[config.mk]
export PLATFORM = sky130hd
export DESIGN_NAME = pwm_edge_gen
export DESIGN_NICKNAME = d
export VERILOG_FILES = /design/src/rtl/pwm_edge_pkg.sv /design/src/rtl/pwm_match_bank.sv /design/src/rtl/pwm_edge_decode.sv /design/src/rtl/pwm_level_reg.sv /design/src/rtl/pwm_edge_gen.sv
export SDC_FILE = /design/constraint.sdc
export NUM_CORES = 1
export LEC_CHECK = 0
export BUFFER_PORTS_ARGS = -buffer_cell sky130_fd_sc_hd__buf_2
export CAP_MARGIN = 30
export CORE_MARGIN = 4
export CORE_UTILIZATION = 38
export CTS_BUF_LIST = sky130_fd_sc_hd__clkbuf_4 sky130_fd_sc_hd__clkbuf_8
export CTS_CLUSTER_DIAMETER = 120
export DETAILED_ROUTE_END_ITERATION = 12
export GPL_TIMING_DRIVEN = 0
export PLACE_DENSITY = 0.67
export SLEW_MARGIN = 10
export SYNTH_ARGS = -nofsm -noshare
export SYNTH_HDL_FRONTEND = slang
export SYNTH_SLANG_ARGS = --single-unit
[constraint.sdc]
create_clock -name clk -period 1.7 [get_ports clk]
set_input_delay 0.085 -clock clk [delete_from_list [all_inputs] [get_ports clk]]
set_output_delay 0.085 -clock clk [all_outputs]
set_load 0.005 [all_outputs]
[src/rtl/pwm_edge_pkg.sv]
package pwm_edge_pkg;
  typedef enum logic {
    MODE_SINGLE = 1'b0,
    MODE_DOUBLE = 1'b1
  } pwm_mode_e;
endpackage

[src/rtl/pwm_match_bank.sv]
module pwm_match_bank
  import pwm_edge_pkg::*;
#(
  parameter int CW = 8
) (
  input  logic          clk,
  input  logic          rst_n,
  input  logic          load,
  input  logic [CW-1:0] per_nxt,
  input  logic [CW-1:0] set_nxt,
  input  logic [CW-1:0] clr_nxt,
  input  pwm_mode_e     mode_nxt,
  output logic [CW-1:0] per_q,
  output logic [CW-1:0] set_q,
  output logic [CW-1:0] clr_q,
  output pwm_mode_e     mode_q
);
  logic [CW-1:0] per_d, set_d, clr_d;
  pwm_mode_e     mode_d;

  always_comb begin
    per_d  = per_q;
    set_d  = set_q;
    clr_d  = clr_q;
    mode_d = mode_q;
    if (load) begin
      per_d  = per_nxt;
      set_d  = set_nxt;
      clr_d  = clr_nxt;
      mode_d = mode_nxt;
    end
  end

  always_ff @(posedge clk or negedge rst_n) begin
    if (!rst_n) begin
      per_q  <= '0;
      set_q  <= '0;
      clr_q  <= '0;
      mode_q <= MODE_SINGLE;
    end else if (load) begin
      per_q  <= per_d;
      set_q  <= set_d;
      clr_q  <= clr_d;
      mode_q <= mode_d;
    end
  end

  AST_HOLD_MIDCYCLE: assert property (@(posedge clk) disable iff (!rst_n)
    !load |=> ($stable(per_q) && $stable(set_q) && $stable(clr_q) && $stable(mode_q)));
endmodule

[src/rtl/pwm_edge_decode.sv]
module pwm_edge_decode
  import pwm_edge_pkg::*;
#(
  parameter int CW = 8
) (
  input  logic          clk,
  input  logic          rst_n,
  input  logic          cyc_start,
  input  logic [CW-1:0] cnt,
  input  logic [CW-1:0] per_q,
  input  logic [CW-1:0] set_q,
  input  logic [CW-1:0] clr_q,
  input  pwm_mode_e     mode_q,
  input  logic [CW-1:0] per_nxt,
  input  logic [CW-1:0] set_nxt,
  input  logic [CW-1:0] clr_nxt,
  input  pwm_mode_e     mode_nxt,
  output logic          set_evt,
  output logic          clr_evt
);
  localparam logic [CW-1:0] ZERO = '0;

  function automatic logic at_bound(input logic [CW-1:0] v, input logic [CW-1:0] p);
    return (v == ZERO) || (v == p);
  endfunction

  function automatic logic mid_hit(input logic [CW-1:0] c, input logic [CW-1:0] v,
                                   input logic [CW-1:0] p);
    return (c == v) && (v != ZERO) && (v < p);
  endfunction

  logic new_set_b, new_clr_b, carry_ok, carry_set, carry_clr;

  always_comb begin
    new_set_b = at_bound(set_nxt, per_nxt);
    new_clr_b = at_bound(clr_nxt, per_nxt);
    carry_ok  = !new_set_b && !new_clr_b && (set_q != ZERO) && (clr_q != ZERO);
    carry_set = carry_ok && (set_q == per_q);
    carry_clr = carry_ok && (clr_q == per_q);
    if (cyc_start) begin
      if (mode_nxt == MODE_SINGLE) begin
        set_evt = 1'b1;
        clr_evt = new_clr_b;
      end else begin
        set_evt = new_set_b || carry_set;
        clr_evt = new_clr_b || carry_clr;
      end
    end else begin
      set_evt = (mode_q == MODE_DOUBLE) && mid_hit(cnt, set_q, per_q);
      clr_evt = mid_hit(cnt, clr_q, per_q);
    end
  end

  AST_OOR_NO_SET: assert property (@(posedge clk) disable iff (!rst_n)
    (!cyc_start && (set_q > per_q)) |-> !set_evt);
  AST_OOR_NO_CLR: assert property (@(posedge clk) disable iff (!rst_n)
    (!cyc_start && (clr_q > per_q)) |-> !clr_evt);
endmodule

[src/rtl/pwm_level_reg.sv]
module pwm_level_reg (
  input  logic clk,
  input  logic rst_n,
  input  logic en,
  input  logic set_evt,
  input  logic clr_evt,
  output logic level_q
);
  logic level_d;

  always_comb begin
    level_d = level_q;
    if (!en)          level_d = 1'b0;
    else if (clr_evt) level_d = 1'b0;
    else if (set_evt) level_d = 1'b1;
  end

  always_ff @(posedge clk or negedge rst_n) begin
    if (!rst_n) level_q <= 1'b0;
    else        level_q <= level_d;
  end
endmodule

[src/rtl/pwm_edge_gen.sv]
module pwm_edge_gen
  import pwm_edge_pkg::*;
#(
  parameter int CW = 8
) (
  input  logic          clk,
  input  logic          rst_n,
  input  logic          cnt_en,
  input  logic          cyc_start,
  input  logic [CW-1:0] cnt,
  input  logic [CW-1:0] per_nxt,
  input  logic [CW-1:0] set_nxt,
  input  logic [CW-1:0] clr_nxt,
  input  logic          mode_nxt,
  output logic          pwm_out
);
  logic          load;
  logic [CW-1:0] per_q, set_q, clr_q;
  pwm_mode_e     mode_q, mode_n;
  logic          set_evt, clr_evt;

  assign load   = cnt_en && cyc_start;
  assign mode_n = pwm_mode_e'(mode_nxt);

  pwm_match_bank #(.CW(CW)) u_bank (
    .clk(clk), .rst_n(rst_n), .load(load),
    .per_nxt(per_nxt), .set_nxt(set_nxt), .clr_nxt(clr_nxt), .mode_nxt(mode_n),
    .per_q(per_q), .set_q(set_q), .clr_q(clr_q), .mode_q(mode_q)
  );

  pwm_edge_decode #(.CW(CW)) u_dec (
    .clk(clk), .rst_n(rst_n), .cyc_start(cyc_start), .cnt(cnt),
    .per_q(per_q), .set_q(set_q), .clr_q(clr_q), .mode_q(mode_q),
    .per_nxt(per_nxt), .set_nxt(set_nxt), .clr_nxt(clr_nxt), .mode_nxt(mode_n),
    .set_evt(set_evt), .clr_evt(clr_evt)
  );

  pwm_level_reg u_lvl (
    .clk(clk), .rst_n(rst_n), .en(cnt_en),
    .set_evt(set_evt), .clr_evt(clr_evt), .level_q(pwm_out)
  );

  AST_DIS_LOW: assert property (@(posedge clk) disable iff (!rst_n)
    !cnt_en |=> !pwm_out);
  AST_CLR_WINS: assert property (@(posedge clk) disable iff (!rst_n)
    (cnt_en && set_evt && clr_evt) |=> !pwm_out);
  AST_SINGLE_START: assert property (@(posedge clk) disable iff (!rst_n)
    (load && !mode_nxt && (clr_nxt != '0) && (clr_nxt != per_nxt)) |=> pwm_out);
  AST_SINGLE_BOUND_LOW: assert property (@(posedge clk) disable iff (!rst_n)
    (load && !mode_nxt && ((clr_nxt == '0) || (clr_nxt == per_nxt))) |=> !pwm_out);
endmodule

Word level (Yosys, flattened, before mapping)
Cells that the tools add are included.

storage, ports and cells
  register bits = 26
  bits in latches = 0
  bits in writable memories = 0
  ROM bits = 0
  output and inout port bits = 1
  memories = 0

cells by class
  $add $sub $neg = 0
  multiply operators = 0
  div/mod/pow operators = 0
  $lt $le $gt $ge = 2
  eq/ne operators = 7
  shifts and indexed selects = 0
  multiplexer cells = 7
  bitwise logic cells = 0
  reductions and logical operators = 21

operators by type and width
  kind                number
  $eq 8x8->1          6
  $logic_not 8->1     2
  $lt 8x8->1          2
  $reduce_bool 8->1   2
  $logic_and 1x1->1   11
  $mux 1              7
  $logic_or 1x1->1    4
  $ne 3x1->1 const B  1
  $logic_not 1->1     2

Logic depth before layout (Yosys ltp)
Gate-level depths: netlist of the first run.

  depth after elaboration = 13
  depth in mapped cells = 8

Cells and area by module
From an unflattened synthesis of the first run, not the netlist that was laid out.

second synthesis, totals
  cells, all modules = 169
  area total of the unflattened synthesis = 1919.3 µm²

by module, submodules not included
  module           instances  cells an instance  area an instance (µm²)  seq. area each (µm²)
  pwm_match_bank   1          53                 1033.5                  625.6
  pwm_edge_decode  1          112                838.3                   0.0
  pwm_level_reg    1          3                  41.3                    25.0
  pwm_edge_gen     1          1                  6.3                     0.0

Worst setup path after synthesis of the first run
OpenSTA, ideal clock, no wires.

  path kind = register -> register
  start = register u_bank.set_q[7]
  end = register u_lvl.level_q
  library setup time = 0.080 ns
  arrival time = 1.371 ns
  path slack = 0.249 ns
  stages on the path, launching flop included = 7
  path buffers = 0
  period minus slack after synthesis = 1.451 ns
  path through = dfrtp_1 > ha_1 > a31oi_1 > nand3_1 > nor4_1 > a211oi_1 > nor3_2

on the way
  longest elaborated chain between the ends = 9

RTL lines
  item                                                                line                  text
  from (decl)                                                         pwm_match_bank.sv:14  output logic [CW-1:0] set_q,
  from (signal assigned)                                              pwm_match_bank.sv:42  set_q <= set_d;
  parallel branches: the longest is 9 deep, another holds $lt 8x8->1  n/a
  to (signal assigned)                                                pwm_level_reg.sv:20   else level_q <= level_d;
  to (decl)                                                           pwm_level_reg.sv:7    output logic level_q

Parallel ways; which one is timed is not known.
A chain may end at the register's enable or synchronous reset.

Worst setup path in the final report of the first run
  start = register u_bank.set_q[5]
  end = register u_lvl.level_q

The elaborated chain is that of the path after synthesis.

==> impl_metrics.sql, run 1 <==
INSERT INTO impl_metrics (metric_group, metric, value, unit) VALUES
('timing', 'post_route_clock_skew', '0.00316', 'ns'),
('worst_setup_path', 'crit_required', '1.87', 'ns'),
('timing', 'pin_slew_with_the_least_headroom_to_its_limit', '0.597', 'ns'),
('placed_design', 'port_buffers', '37', ''),
('timing', 'final-setup-viol-count', '0', ''),
('detailed_routing', 'drt_wl_total', '4430', 'um'),
('logic_synthesis', 'synth_cell_types', '25', ''),
('timing', 'timing.final.hold_violations', '0', ''),
('logic_synthesis', 'ys_top_cells_by_area', 'sky130_fd_sc_hd__dfrtp_1 36%, sky130_fd_sc_hd__mux2_2 12%, sky130_fd_sc_hd__ha_1 11%', ''),
('clocking', 'cts_setup_buffers', '0', ''),
('worst_setup_path', 'worst_setup_path_start_kind', 'flop', ''),
('worst_setup_path', 'cp-end-kind', 'flop', ''),
('global_route', 'antenna_found_initial', '0', ''),
('placed_design', 'postPlaceCellArea', '2030', 'um2'),
('cells_and_area', 'area_growth', '20.5', '%'),
('power_and_ir_drop', 'pwr-share-clk', '19.9', '%'),
('clocking', 'cts.clk_slew.worst_paths', '0.08', 'ns'),
('logic_synthesis', 'seq_area_frac_synth', '36.5', '%'),
('detailed_routing', 'first_pass_iters', '4', ''),
('run_status', 'status', 'finished, final reports clean', ''),
('worst_setup_path', 'critical_path_peak_fanout', '4', ''),
('clocking', 'tritoncts_clock_tree', 'done', ''),
('die', 'placementRows', '24', ''),
('cells_and_area', 'drive_gt1_share', '35.3', '%'),
('die', 'start_util', '40.1', '%'),
('detailed_routing', 'routed-via-count', '1428', ''),
('detailed_routing', 'dr.first_iter.drc_count', '59', ''),
('worst_setup_path', 'timing.critical_path.arrival', '1.77', 'ns'),
('timing', 'period_minus_slack', '1.61', 'ns'),
('cells_and_area', 'nets', '262', ''),
('detailed_routing', 'vias_per_cell', '5.51', ''),
('global_route', 'grt_pass1_wl', '7090', 'um'),
('power_and_ir_drop', 'power-per-cell-area', '810', 'nW/um2'),
('worst_setup_path', 'crit_chain', 'ha_1, nand4_1, a31oi_1, nor4_2, a211oi_2, nor3_2', ''),
('worst_setup_path', 'critPathMaxStageDelay', '0.43', 'ns'),
('detailed_routing', 'antenna_left', '0', ''),
('logic_synthesis', 'netlist_instances', '166', ''),
('logic_synthesis', 'synth_nets', '219', ''),
('logic_synthesis', 'yosys_warnings', '0', ''),
('logic_synthesis', 'synth_largest_area_cell', 'sky130_fd_sc_hd__dfrtp_1', ''),
('cells_and_area', 'n_antenna_cell', '0', ''),
('global_route', 'maximum_number_of_pins_on_one_net_before_global_route_repair', '27', ''),
('cells_and_area', 'mostFrequentLayoutCells', '39 x sky130_fd_sc_hd__buf_2, 23 x sky130_fd_sc_hd__dfrtp_1, 21 x sky130_fd_sc_hd__xor2_1', ''),
('power_and_ir_drop', 'net-switching-power', '582', 'uW'),
('placed_design', 'hpwl', '3670', 'um'),
('global_route', 'global_route.usage.total', '15.3', '%'),
('clocking', 'cts_root_buffer', 'sky130_fd_sc_hd__clkbuf_8', ''),
('timing', 'fin_tns_setup', '0', 'ns'),
('logic_synthesis', 'syn-mean-instance-area', '10.7', 'um2'),
('cells_and_area', 'finalNonFillerCells', '259', ''),
('logic_synthesis', 'flip_flop_and_latch_count_after_synthesis', '26', ''),
('power_and_ir_drop', 'power_switching_share', '33.4', '%'),
('cells_and_area', 'num-fill-cells', '426', ''),
('timing', 'finalCritPeriodShare', '94.5', '%'),
('worst_setup_path', 'worstPathBufferInverterCount', '0', ''),
('power_and_ir_drop', 'vdd.ir_drop.worst', '381', 'uV'),
('cells_and_area', 'layout.cells.most_common', 'sky130_fd_sc_hd__buf_2', ''),
('worst_setup_path', 'timing_worst_setup_path_type', 'flop to flop', ''),
('clocking', 'h_tree_levels', '1', ''),
('timing', 'timing.final.max_slew_violations', '0', ''),
('die', 'io_pins', '38', ''),
('worst_setup_path', 'crit_path_top_delay_cell', 'sky130_fd_sc_hd__dfrtp_1', ''),
('worst_hold_path', 'worst_hold_class', 'input pin to flop', ''),
('die', 'die_h', '76.5', 'um'),
('placed_design', 'dpl.cell_count', '255', ''),
('run', 'max_cap_check_violation_count', '0', ''),
('die', 'core', '4440', 'um2'),
('worst_setup_path', 'timing.critical_path.max_delay_family', 'compound AO/OA/AOI/OAI gates', ''),
('power_and_ir_drop', 'post-layout-total-power', '1.74', 'mW'),
('logic_synthesis', 'synth_area', '1780', 'um2'),
('detailed_routing', 'detail_route.wl_per_cell', '17.1', 'um');
[power by group through the flow]
stage	Sequential [mW]	Combinational, mW	Clock [mW]
after floorplan	0.785	0.365	0
after global placement	0.822	0.512	0
after detailed placement	0.826	0.531	0
after CTS	0.813	0.535	0.366
after global routing	0.833	0.642	0.386
final	0.824	0.571	0.347
[cell families after synthesis]
logic type | count (synthesis) | share of synthesized area (%)
AND/OR/NAND/NOR | 42 | 13.6
buffers and inverters | 11 | 2.45
flip-flops | 26 | 36.5
multiplexers | 25 | 15.8
adder cells (fa/ha/maj) | 16 | 11.2
AO/OA/AOI/OAI | 14 | 4.77
XOR/XNOR | 32 | 15.7
[metrics by stage]
step,setup slack (ns),util (%)
after floorplan,0.249,-
after global placement,0.0463,45.8
after detailed placement,0.00703,45.8
after CTS,0.0297,46.9
after global routing,-0.0177,48.4
final,0.0932,48.4
[layer usage]
| metal | routed length [um] | track usage, % | vias to the layer above | share of wire, % |
|---|---|---|---|---|
| met2 | 2020 | 23.9 | 41 | 46 |
| met3 | 191 | 2.36 | 5 | 4.3 |
| met5 | 0 | 0 | - | 0 |
| met4 | 64 | 5.43 | 0 | 1.4 |
| met1 | 2150 | 21.4 | 684 | 49 |
| li1 | - | - | 698 | - |
[cell type report]
cell class | instances | area, um2 | area share, %
plain buffers | 2 | 10.0 | 0.465
clock buffers | 3 | 41.3 | 1.92
inverters | 9 | 33.8 | 1.57
multi-input cells | 129 | 1150 | 53.5
flip-flops and latches | 26 | 654 | 30.4
well taps | 52 | 65.1 | 3.03
repair buffers | 38 | 195 | 9.08
[registers in the layout, indices dropped and copies added, names as in the netlist]
signal	count
u_bank.set_q	8
u_bank.clr_q	8
u_lvl.level_q	1
u_bank.mode_q	1
u_bank.per_q	8
[synthesized netlist by cell type]
| cell | count |
|---|---|
| sky130_fd_sc_hd__dfrtp_1 | 26 |
| sky130_fd_sc_hd__xor2_1 | 21 |
| sky130_fd_sc_hd__mux2_2 | 19 |
| sky130_fd_sc_hd__ha_1 | 16 |
| sky130_fd_sc_hd__nor4_1 | 12 |
| sky130_fd_sc_hd__xnor2_1 | 11 |
| sky130_fd_sc_hd__inv_1 | 9 |
| sky130_fd_sc_hd__nand2_1 | 8 |
| sky130_fd_sc_hd__nand4_1 | 8 |
| sky130_fd_sc_hd__mux2_1 | 6 |
| sky130_fd_sc_hd__nand3_1 | 5 |
| sky130_fd_sc_hd__a21oi_1 | 4 |
| sky130_fd_sc_hd__a211oi_1 | 2 |
| sky130_fd_sc_hd__a31oi_1 | 2 |
| sky130_fd_sc_hd__buf_2 | 2 |
| sky130_fd_sc_hd__nor2b_1 | 2 |
| sky130_fd_sc_hd__nor3_1 | 2 |
| sky130_fd_sc_hd__o21ai_0 | 2 |
| sky130_fd_sc_hd__o21ai_1 | 2 |
| sky130_fd_sc_hd__or4_1 | 2 |
| sky130_fd_sc_hd__nand2b_1 | 1 |
| sky130_fd_sc_hd__nand4b_1 | 1 |
| sky130_fd_sc_hd__nor3_2 | 1 |
| sky130_fd_sc_hd__o211a_1 | 1 |
| sky130_fd_sc_hd__o31ai_1 | 1 |
[worst paths after layout]
path                            startpoint               to  slack (ns)  cells after the start
hold / removal                  clr_nxt[4]  u_bank.clr_q[4]        0.06                      2
min in group asynchronous            rst_n  u_bank.clr_q[1]        0.35                      2
max in group asynchronous            rst_n  u_bank.set_q[7]        0.92                      2
setup / recovery           u_bank.set_q[5]    u_lvl.level_q        0.09                      6
hold reg to reg            u_bank.per_q[7]  u_bank.per_q[7]        0.50                      1
setup reg to reg           u_bank.set_q[5]    u_lvl.level_q        0.09                      6
[worst reg2reg max path: cells and delay by family, from the launching register on]
family | cells | cell delay [ns]
AND/OR/NAND/NOR | 3 | 0.28
AO/OA/AOI/OAI | 2 | 0.47
adder cells (fa/ha/maj) | 1 | 0.32
flip-flops | 1 | 0.43
[repair_timing]
item,CTS,global route
pin swaps,1,4
endpoints found under the hold margin,26,0
hold buffers,1,0
endpoints found under the setup margin,1,1
gates resized for setup,0,11
(Power assumes the default switching activity.)
==> inputs of run 2 (changes only) <==
--- a/config.mk
+++ b/config.mk
@@ -7,13 +7,14 @@
 export LEC_CHECK = 0
 export BUFFER_PORTS_ARGS = -buffer_cell sky130_fd_sc_hd__buf_2
 export CAP_MARGIN = 30
-export CORE_MARGIN = 4
+export CORE_MARGIN = 10
 export CORE_UTILIZATION = 38
 export CTS_BUF_LIST = sky130_fd_sc_hd__clkbuf_4 sky130_fd_sc_hd__clkbuf_8
 export CTS_CLUSTER_DIAMETER = 120
 export DETAILED_ROUTE_END_ITERATION = 12
 export GPL_TIMING_DRIVEN = 0
 export PLACE_DENSITY = 0.67
+export SETUP_SLACK_MARGIN = 0.2
 export SLEW_MARGIN = 10
 export SYNTH_ARGS = -nofsm -noshare
 export SYNTH_HDL_FRONTEND = slang
==> impl_metrics.sql, run 2 (same netlist as run 1, synthesis figures left out) <==
INSERT INTO impl_metrics (metric_group, metric, value, unit) VALUES
('global_route', 'use_met3', '2.48', '%'),
('die', 'chipWidth', '88.5', 'um'),
('timing', 'timing.final.max_slew_violations', '0', ''),
('detailed_routing', 'first_pass_iters', '4', ''),
('worst_hold_path', 'hold_path_startpoint', 'mode_nxt', ''),
('clocking', 'cts_buffers', '3', ''),
('worst_setup_path', 'worst-r2r-cell-count', '6', ''),
('timing', 'finalCritPeriodShare', '95.9', '%'),
('die', 'die_h', '88.5', 'um'),
('cells_and_area', 'top_regs', 'u_bank.clr_q: 8 flops, u_bank.per_q: 8 flops, u_bank.set_q: 8 flops', ''),
('timing', 'period_minus_slack', '1.63', 'ns'),
('die', 'placementRows', '24', ''),
('cells_and_area', 'multi_input_area', '1130', 'um2'),
('timing', 'final-setup-viol-count', '0', ''),
('detailed_routing', 'detail_route.wl_per_cell', '17.8', 'um'),
('worst_setup_path', 'timing.critical_path.arrival', '1.80', 'ns'),
('detailed_routing', 'vias_per_cell', '5.38', ''),
('timing', 'fmax', '0.614', 'GHz'),
('worst_hold_path', 'worst_hold_class', 'input pin to flop', ''),
('worst_setup_path', 'startpoint', 'u_bank.clr_q[7]', ''),
('worst_setup_path', 'cp-end-kind', 'flop', ''),
('timing', 'timing.final.hold_violations', '0', ''),
('die', 'area_enclosed_by_the_die_boundary', '7840', 'um2'),
('global_route', 'grt_pass1_wl', '7820', 'um'),
('clocking', 'cts_buffer_depth', '2', ''),
('cells_and_area', 'fin_util', '48.6', '%'),
('global_route', 'global_route.usage.total', '12.8', '%'),
('die', 'core', '4440', 'um2'),
('detailed_routing', 'post-route-drc-count', '0', ''),
('timing', 'unrepaired_setup_endpoints_after_global_routing', 'true', ''),
('power_and_ir_drop', 'power-per-cell-area', '832', 'nW/um2'),
('detailed_routing', 'routed-via-count', '1415', ''),
('timing', 'worst_slew_margin_rel', '60.2', '%'),
('cells_and_area', 'num-fill-cells', '445', ''),
('power_and_ir_drop', 'p_leak', '0.971', 'nW'),
('cells_and_area', 'nets', '265', ''),
('worst_setup_path', 'timing_worst_setup_path_type', 'flop to flop', ''),
('clocking', 'cts_root_buffer', 'sky130_fd_sc_hd__clkbuf_8', ''),
('detailed_routing', 'antenna_left', '0', ''),
('run', 'max_cap_check_violation_count', '0', ''),
('global_route', 'gr-max-usage-layer', 'met2', ''),
('clocking', 'h_tree_levels', '1', ''),
('clocking', 'tritoncts_clock_tree', 'done', ''),
('detailed_routing', 'dr.first_iter.drc_count', '62', ''),
('die', 'io_pins', '38', ''),
('die', 'start_util', '40.1', '%'),
('global_route', 'grt-ovfl-total', '0', ''),
('cells_and_area', 'n_antenna_cell', '0', ''),
('cells_and_area', 'drive_gt1_share', '34.1', '%'),
('global_route', 'use_met2', '20.0', '%'),
('timing', 'fin_tns_setup', '0', 'ns'),
('run_status', 'status', 'finished, final reports clean', ''),
('global_route', 'maximum_number_of_pins_on_one_net_before_global_route_repair', '27', ''),
('detailed_routing', 'drt_wl_total', '4670', 'um'),
('power_and_ir_drop', 'vdd.ir_drop.worst', '423', 'uV'),
('placed_design', 'place_congestion', '0.889', ''),
('cells_and_area', 'layout.cells.most_common', 'sky130_fd_sc_hd__buf_2', ''),
('global_route', 'gr-usage-met1', '17.1', '%'),
('clocking', 'worst_skew_pair.late_latency', '0.27', 'ns'),
('timing', 'post_route_clock_skew', '0.00483', 'ns'),
('timing', 'pin_slew_with_the_least_headroom_to_its_limit', '0.598', 'ns'),
('worst_hold_path', 'hold_depth', '2', ''),
('cells_and_area', 'finalNonFillerCells', '263', ''),
('worst_setup_path', 'critical_path_peak_fanout', '4', ''),
('global_route', 'antenna_found_initial', '0', ''),
('worst_setup_path', 'regToRegStartpoint', 'u_bank.clr_q[7]', ''),
('worst_setup_path', 'worst_setup_path_start_kind', 'flop', ''),
('cells_and_area', 'area_growth', '21.2', '%'),
('clocking', 'cts.clk_slew.worst_paths', '0.09', 'ns'),
('cells_and_area', 'mostFrequentLayoutCells', '39 x sky130_fd_sc_hd__buf_2, 24 x sky130_fd_sc_hd__dfrtp_1, 21 x sky130_fd_sc_hd__xor2_1', ''),
('clocking', 'cts.sinks', '26', ''),
('placed_design', 'hpwl', '3890', 'um'),
('worst_setup_path', 'crit_required', '1.87', 'ns'),
('placed_design', 'port_buffers', '37', ''),
('global_route', 'first_global_vias', '1544', ''),
('placed_design', 'dpl.cell_count', '255', ''),
('cells_and_area', 'seqCellArea', '653', 'um2');
-- run 2: changes by cell type in the layout (fill, tap and decap cells not counted) --
cell                       previous run  this run
sky130_fd_sc_hd__nor4_2               3         2
sky130_fd_sc_hd__ha_4                 3         2
sky130_fd_sc_hd__dfrtp_1             23        24
sky130_fd_sc_hd__a211oi_1             1         2
sky130_fd_sc_hd__a211oi_2             1         0
sky130_fd_sc_hd__ha_1                13        14
sky130_fd_sc_hd__nor4_1               9        10
sky130_fd_sc_hd__buf_4                0         3
sky130_fd_sc_hd__inv_1                8         9
sky130_fd_sc_hd__inv_2                1         0
sky130_fd_sc_hd__dfrtp_2              3         2
sky130_fd_sc_hd__clkbuf_8             3         4
-- run 2: final timing paths --
| check | end | slack, ns |
|---|---|---|
| min in group asynchronous | u_bank.clr_q[6] | 0.34 |
| worst max-delay path | u_lvl.level_q | 0.07 |
| worst min-delay path | u_bank.mode_q | 0.06 |
| worst min register to register | u_bank.per_q[7] | 0.50 |
| worst max register to register | u_lvl.level_q | 0.07 |
| max in group asynchronous | u_bank.set_q[7] | 0.93 |
-- run 2: repair_timing --
action                     4_1_cts  5_1_grt
setup buffers                    3        0
pin swaps                        2        1
resized for setup                5        1
hold endpoints to repair        26        0
setup endpoints to repair        1        1
hold buffers                     1        0
-- run 2: through the flow --
stage          area (um2)  power, mW  hold WS [ns]  worst slack [ns]
5_1_grt              2160       1.94        0.0497           -0.0277
3_3_place_gp         2030       1.33         0.122            0.0414
6_report             2160       1.80        0.0621            0.0700
2_1_floorplan        1780       1.15        -0.211             0.249
3_5_place_dp         2030       1.35         0.129            0.0127
4_1_cts              2160       1.81        0.0546            0.0995
-- run 2: per-layer routing --
| layer | wire length (um) | vias up |
|---|---|---|
| li1 | - | 701 |
| met1 | 2280 | 681 |
| met2 | 2160 | 31 |
| met3 | 212 | 2 |
| met4 | 19 | 0 |
| met5 | 0 | - |
-- run 2: worst max-delay path, cell delays in order, from the launching register on --
cell and delay [ns]:
sky130_fd_sc_hd__dfrtp_1 0.45, sky130_fd_sc_hd__xor2_1 0.18, sky130_fd_sc_hd__nor4_2 0.30, sky130_fd_sc_hd__nand3_1 0.14, sky130_fd_sc_hd__nor4_2 0.21, sky130_fd_sc_hd__o211a_1 0.21
sky130_fd_sc_hd__nor3_2 0.04
-- run 2: layout make-up --
type | instances | area share (%)
multi-input combinational | 129 | 52.1
sequential | 26 | 30.2
timing repair buffer | 41 | 10.1
tap | 52 | 3.01
clock buffer | 4 | 2.55
inverter | 9 | 1.56
buffer | 2 | 0.463
-- run 2: power breakdown --
part / internal [mW] / switching [mW] / total [mW]
combinational: 0.294 / 0.281 / 0.575
sequential: 0.709 / 0.105 / 0.814
clock: 0.207 / 0.202 / 0.409
total: 1.21 / 0.587 / 1.80
==> inputs of run 3 (changes only) <==
--- a/config.mk
+++ b/config.mk
@@ -7,13 +7,15 @@
 export LEC_CHECK = 0
 export BUFFER_PORTS_ARGS = -buffer_cell sky130_fd_sc_hd__buf_2
 export CAP_MARGIN = 30
+export CELL_PAD_IN_SITES_DETAIL_PLACEMENT = 1
+export CELL_PAD_IN_SITES_GLOBAL_PLACEMENT = 1
 export CORE_MARGIN = 10
 export CORE_UTILIZATION = 38
 export CTS_BUF_LIST = sky130_fd_sc_hd__clkbuf_4 sky130_fd_sc_hd__clkbuf_8
 export CTS_CLUSTER_DIAMETER = 120
 export DETAILED_ROUTE_END_ITERATION = 12
 export GPL_TIMING_DRIVEN = 0
-export PLACE_DENSITY = 0.67
+export PLACE_DENSITY = 0.81
 export SETUP_SLACK_MARGIN = 0.2
 export SLEW_MARGIN = 10
 export SYNTH_ARGS = -nofsm -noshare
==> impl_metrics.sql, run 3 (same netlist as run 1, synthesis figures left out) <==
INSERT INTO impl_metrics (metric_group, metric, value, unit) VALUES
('power_and_ir_drop', 'net-switching-power', '625', 'uW'),
('timing', 'finalCritPeriodShare', '94.9', '%'),
('die', 'core', '4440', 'um2'),
('worst_setup_path', 'critPathMaxStageDelay', '0.40', 'ns'),
('cells_and_area', 'mostFrequentLayoutCells', '39 x sky130_fd_sc_hd__buf_2, 23 x sky130_fd_sc_hd__dfrtp_1, 21 x sky130_fd_sc_hd__xor2_1', ''),
('global_route', 'global_route.usage.total', '14.2', '%'),
('worst_setup_path', 'crit_chain', 'inv_1, ha_4, a21oi_1, a31oi_2, nor4_2, a211oi_2, nor3_2', ''),
('clocking', 'worst_skew_pair.late_latency', '0.28', 'ns'),
('worst_setup_path', 'crit_path_top_delay_cell', 'sky130_fd_sc_hd__dfrtp_1', ''),
('clocking', 'tritoncts_clock_tree', 'done', ''),
('timing', 'final-setup-viol-count', '0', ''),
('cells_and_area', 'layout.cells.most_common', 'sky130_fd_sc_hd__buf_2', ''),
('timing', 'worst_slack_on_hold_paths', '0.0600', 'ns'),
('run_status', 'status', 'finished, final reports clean', ''),
('timing', 'timing.final.hold_violations', '0', ''),
('cells_and_area', 'design_area', '2180', 'um2'),
('clocking', 'cts_root_buffer', 'sky130_fd_sc_hd__clkbuf_8', ''),
('detailed_routing', 'drt_wl_total', '5240', 'um'),
('detailed_routing', 'dr.first_iter.drc_count', '66', ''),
('worst_setup_path', 'cp-end-kind', 'flop', ''),
('placed_design', 'postPlaceCellArea', '2030', 'um2'),
('die', 'area_enclosed_by_the_die_boundary', '7840', 'um2'),
('die', 'chipWidth', '88.5', 'um'),
('timing', 'worst_slew_margin_rel', '59.3', '%'),
('clocking', 'cts.sinks', '26', ''),
('power_and_ir_drop', 'p_int', '1.22', 'mW'),
('worst_setup_path', 'timing.critical_path.max_delay_family', 'simple AND/OR/NAND/NOR gates', ''),
('timing', 'period_minus_slack', '1.61', 'ns'),
('clocking', 'cts_buffers', '3', ''),
('detailed_routing', 'antenna_left', '0', ''),
('detailed_routing', 'detail_route.wl_per_cell', '20.1', 'um'),
('power_and_ir_drop', 'power_frac_seq', '45.0', '%'),
('die', 'die_h', '88.5', 'um'),
('timing', 'post_route_clock_skew', '0.00450', 'ns'),
('timing', 'pin_slew_with_the_least_headroom_to_its_limit', '0.610', 'ns'),
('power_and_ir_drop', 'vdd.ir_drop.worst', '478', 'uV'),
('global_route', 'antenna_found_initial', '0', ''),
('worst_setup_path', 'timing.critical_path.arrival', '1.82', 'ns'),
('global_route', 'first_global_vias', '1662', ''),
('placed_design', 'hpwl', '4260', 'um'),
('worst_hold_path', 'worst_hold_class', 'input pin to flop', ''),
('cells_and_area', 'drive_gt1_share', '36.4', '%'),
('placed_design', 'place_congestion', '0.879', ''),
('global_route', 'grt_pass1_wl', '8630', 'um'),
('power_and_ir_drop', 'power_switching_share', '33.9', '%'),
('power_and_ir_drop', 'pwr-share-clk', '22.5', '%'),
('detailed_routing', 'routed-via-count', '1467', ''),
('clocking', 'cts.clk_slew.worst_paths', '0.09', 'ns'),
('placed_design', 'port_buffers', '37', ''),
('timing', 'timing.final.max_slew_violations', '0', ''),
('worst_setup_path', 'crit_required', '1.91', 'ns'),
('die', 'placementRows', '24', ''),
('power_and_ir_drop', 'p_leak', '0.962', 'nW'),
('worst_setup_path', 'critical_path_peak_fanout', '4', ''),
('detailed_routing', 'first_pass_iters', '4', ''),
('cells_and_area', 'num-fill-cells', '520', ''),
('global_route', 'grt-ovfl-total', '0', ''),
('timing', 'fmax', '0.620', 'GHz'),
('clocking', 'cts_buffer_depth', '2', ''),
('power_and_ir_drop', 'comb_power_share', '32.5', '%'),
('cells_and_area', 'nets', '263', ''),
('cells_and_area', 'n_antenna_cell', '0', ''),
('clocking', 'h_tree_levels', '1', ''),
('worst_setup_path', 'worstPathBufferInverterCount', '1', ''),
('power_and_ir_drop', 'power-per-cell-area', '845', 'nW/um2'),
('detailed_routing', 'post-route-drc-count', '0', ''),
('worst_setup_path', 'ff2ff_setup_slack', '0.09', 'ns'),
('run', 'max_cap_check_violation_count', '0', ''),
('die', 'io_pins', '38', ''),
('global_route', 'maximum_number_of_pins_on_one_net_before_global_route_repair', '27', ''),
('detailed_routing', 'vias_per_cell', '5.62', ''),
('cells_and_area', 'area_growth', '22.1', '%'),
('die', 'start_util', '40.1', '%'),
('timing', 'fin_tns_setup', '0', 'ns'),
('cells_and_area', 'top_regs', 'u_bank.clr_q: 8 flops, u_bank.per_q: 8 flops, u_bank.set_q: 8 flops', ''),
('timing', 'unrepaired_setup_endpoints_after_global_routing', 'true', ''),
('worst_setup_path', 'timing_worst_setup_path_type', 'flop to flop', ''),
('worst_setup_path', 'worst_setup_path_start_kind', 'flop', '');
[run 3: layout make-up]
cell class | count | area (um2) | share of cell area, %
repair buffers | 39 | 203 | 9.30
flip-flops and latches | 26 | 654 | 30.0
clock buffers | 4 | 55.1 | 2.53
well taps | 52 | 65.1 | 2.99
inverters | 9 | 33.8 | 1.55
multi-input cells | 129 | 1160 | 53.1
plain buffers | 2 | 10.0 | 0.460
[run 3: timing repair]
action                                  in CTS  in global routing
endpoints found under the setup margin       1                  1
hold buffers                                 1                  0
cloned                                       0                  0
endpoints found under the hold margin       26                  0
buffers inserted                             1                  0
resized for setup                            8                  4
pin swaps                                    3                  0
[run 3: routing by layer]
| layer | routed length, um | vias up | global-route usage [%] |
|---|---|---|---|
| li1 | - | 699 | - |
| met3 | 264 | 5 | 2.85 |
| met1 | 2330 | 729 | 17.7 |
| met4 | 55 | 0 | 3.52 |
| met5 | 0 | - | 0 |
| met2 | 2590 | 34 | 24.5 |
[run 3: final timing paths]
check | startpoint | end | depth (start not counted)
worst max-delay path | u_bank.per_q[3] | u_lvl.level_q | 7
max in group asynchronous | rst_n | u_bank.set_q[7] | 2
min in group asynchronous | rst_n | u_bank.per_q[1] | 2
worst max register to register | u_bank.per_q[3] | u_lvl.level_q | 7
worst min register to register | u_bank.per_q[5] | u_bank.per_q[5] | 1
worst min-delay path | clr_nxt[3] | u_bank.clr_q[3] | 2
[run 3: power groups by stage]
stage                     Combinational [mW]  Sequential [mW]  Clock (mW)
after floorplan                        0.365            0.785           0
after global placement                 0.517            0.822           0
after detailed placement               0.544            0.829           0
after CTS                              0.588            0.824       0.417
after global routing                   0.682            0.839       0.448
final                                  0.599            0.829       0.414
[run 3: stage by stage]
step	std cells	utilization, %	power (mW)	setup WS (ns)
2_1_floorplan	166	-	1.15	0.249
3_3_place_gp	255	45.8	1.34	0.0698
3_5_place_dp	255	45.8	1.37	0.0386
4_1_cts	261	48.6	1.83	0.115
5_1_grt	261	49.0	1.97	-0.0245
6_report	261	49.0	1.84	0.0865
[run 3: worst reg2reg max path, stage by stage, from the launching register on]
cell                       delay [ns]
sky130_fd_sc_hd__dfrtp_1         0.40
sky130_fd_sc_hd__inv_1           0.13
sky130_fd_sc_hd__ha_4            0.23
sky130_fd_sc_hd__a21oi_1         0.17
sky130_fd_sc_hd__a31oi_2         0.12
sky130_fd_sc_hd__nor4_2          0.32
sky130_fd_sc_hd__a211oi_2        0.07
sky130_fd_sc_hd__nor3_2          0.11
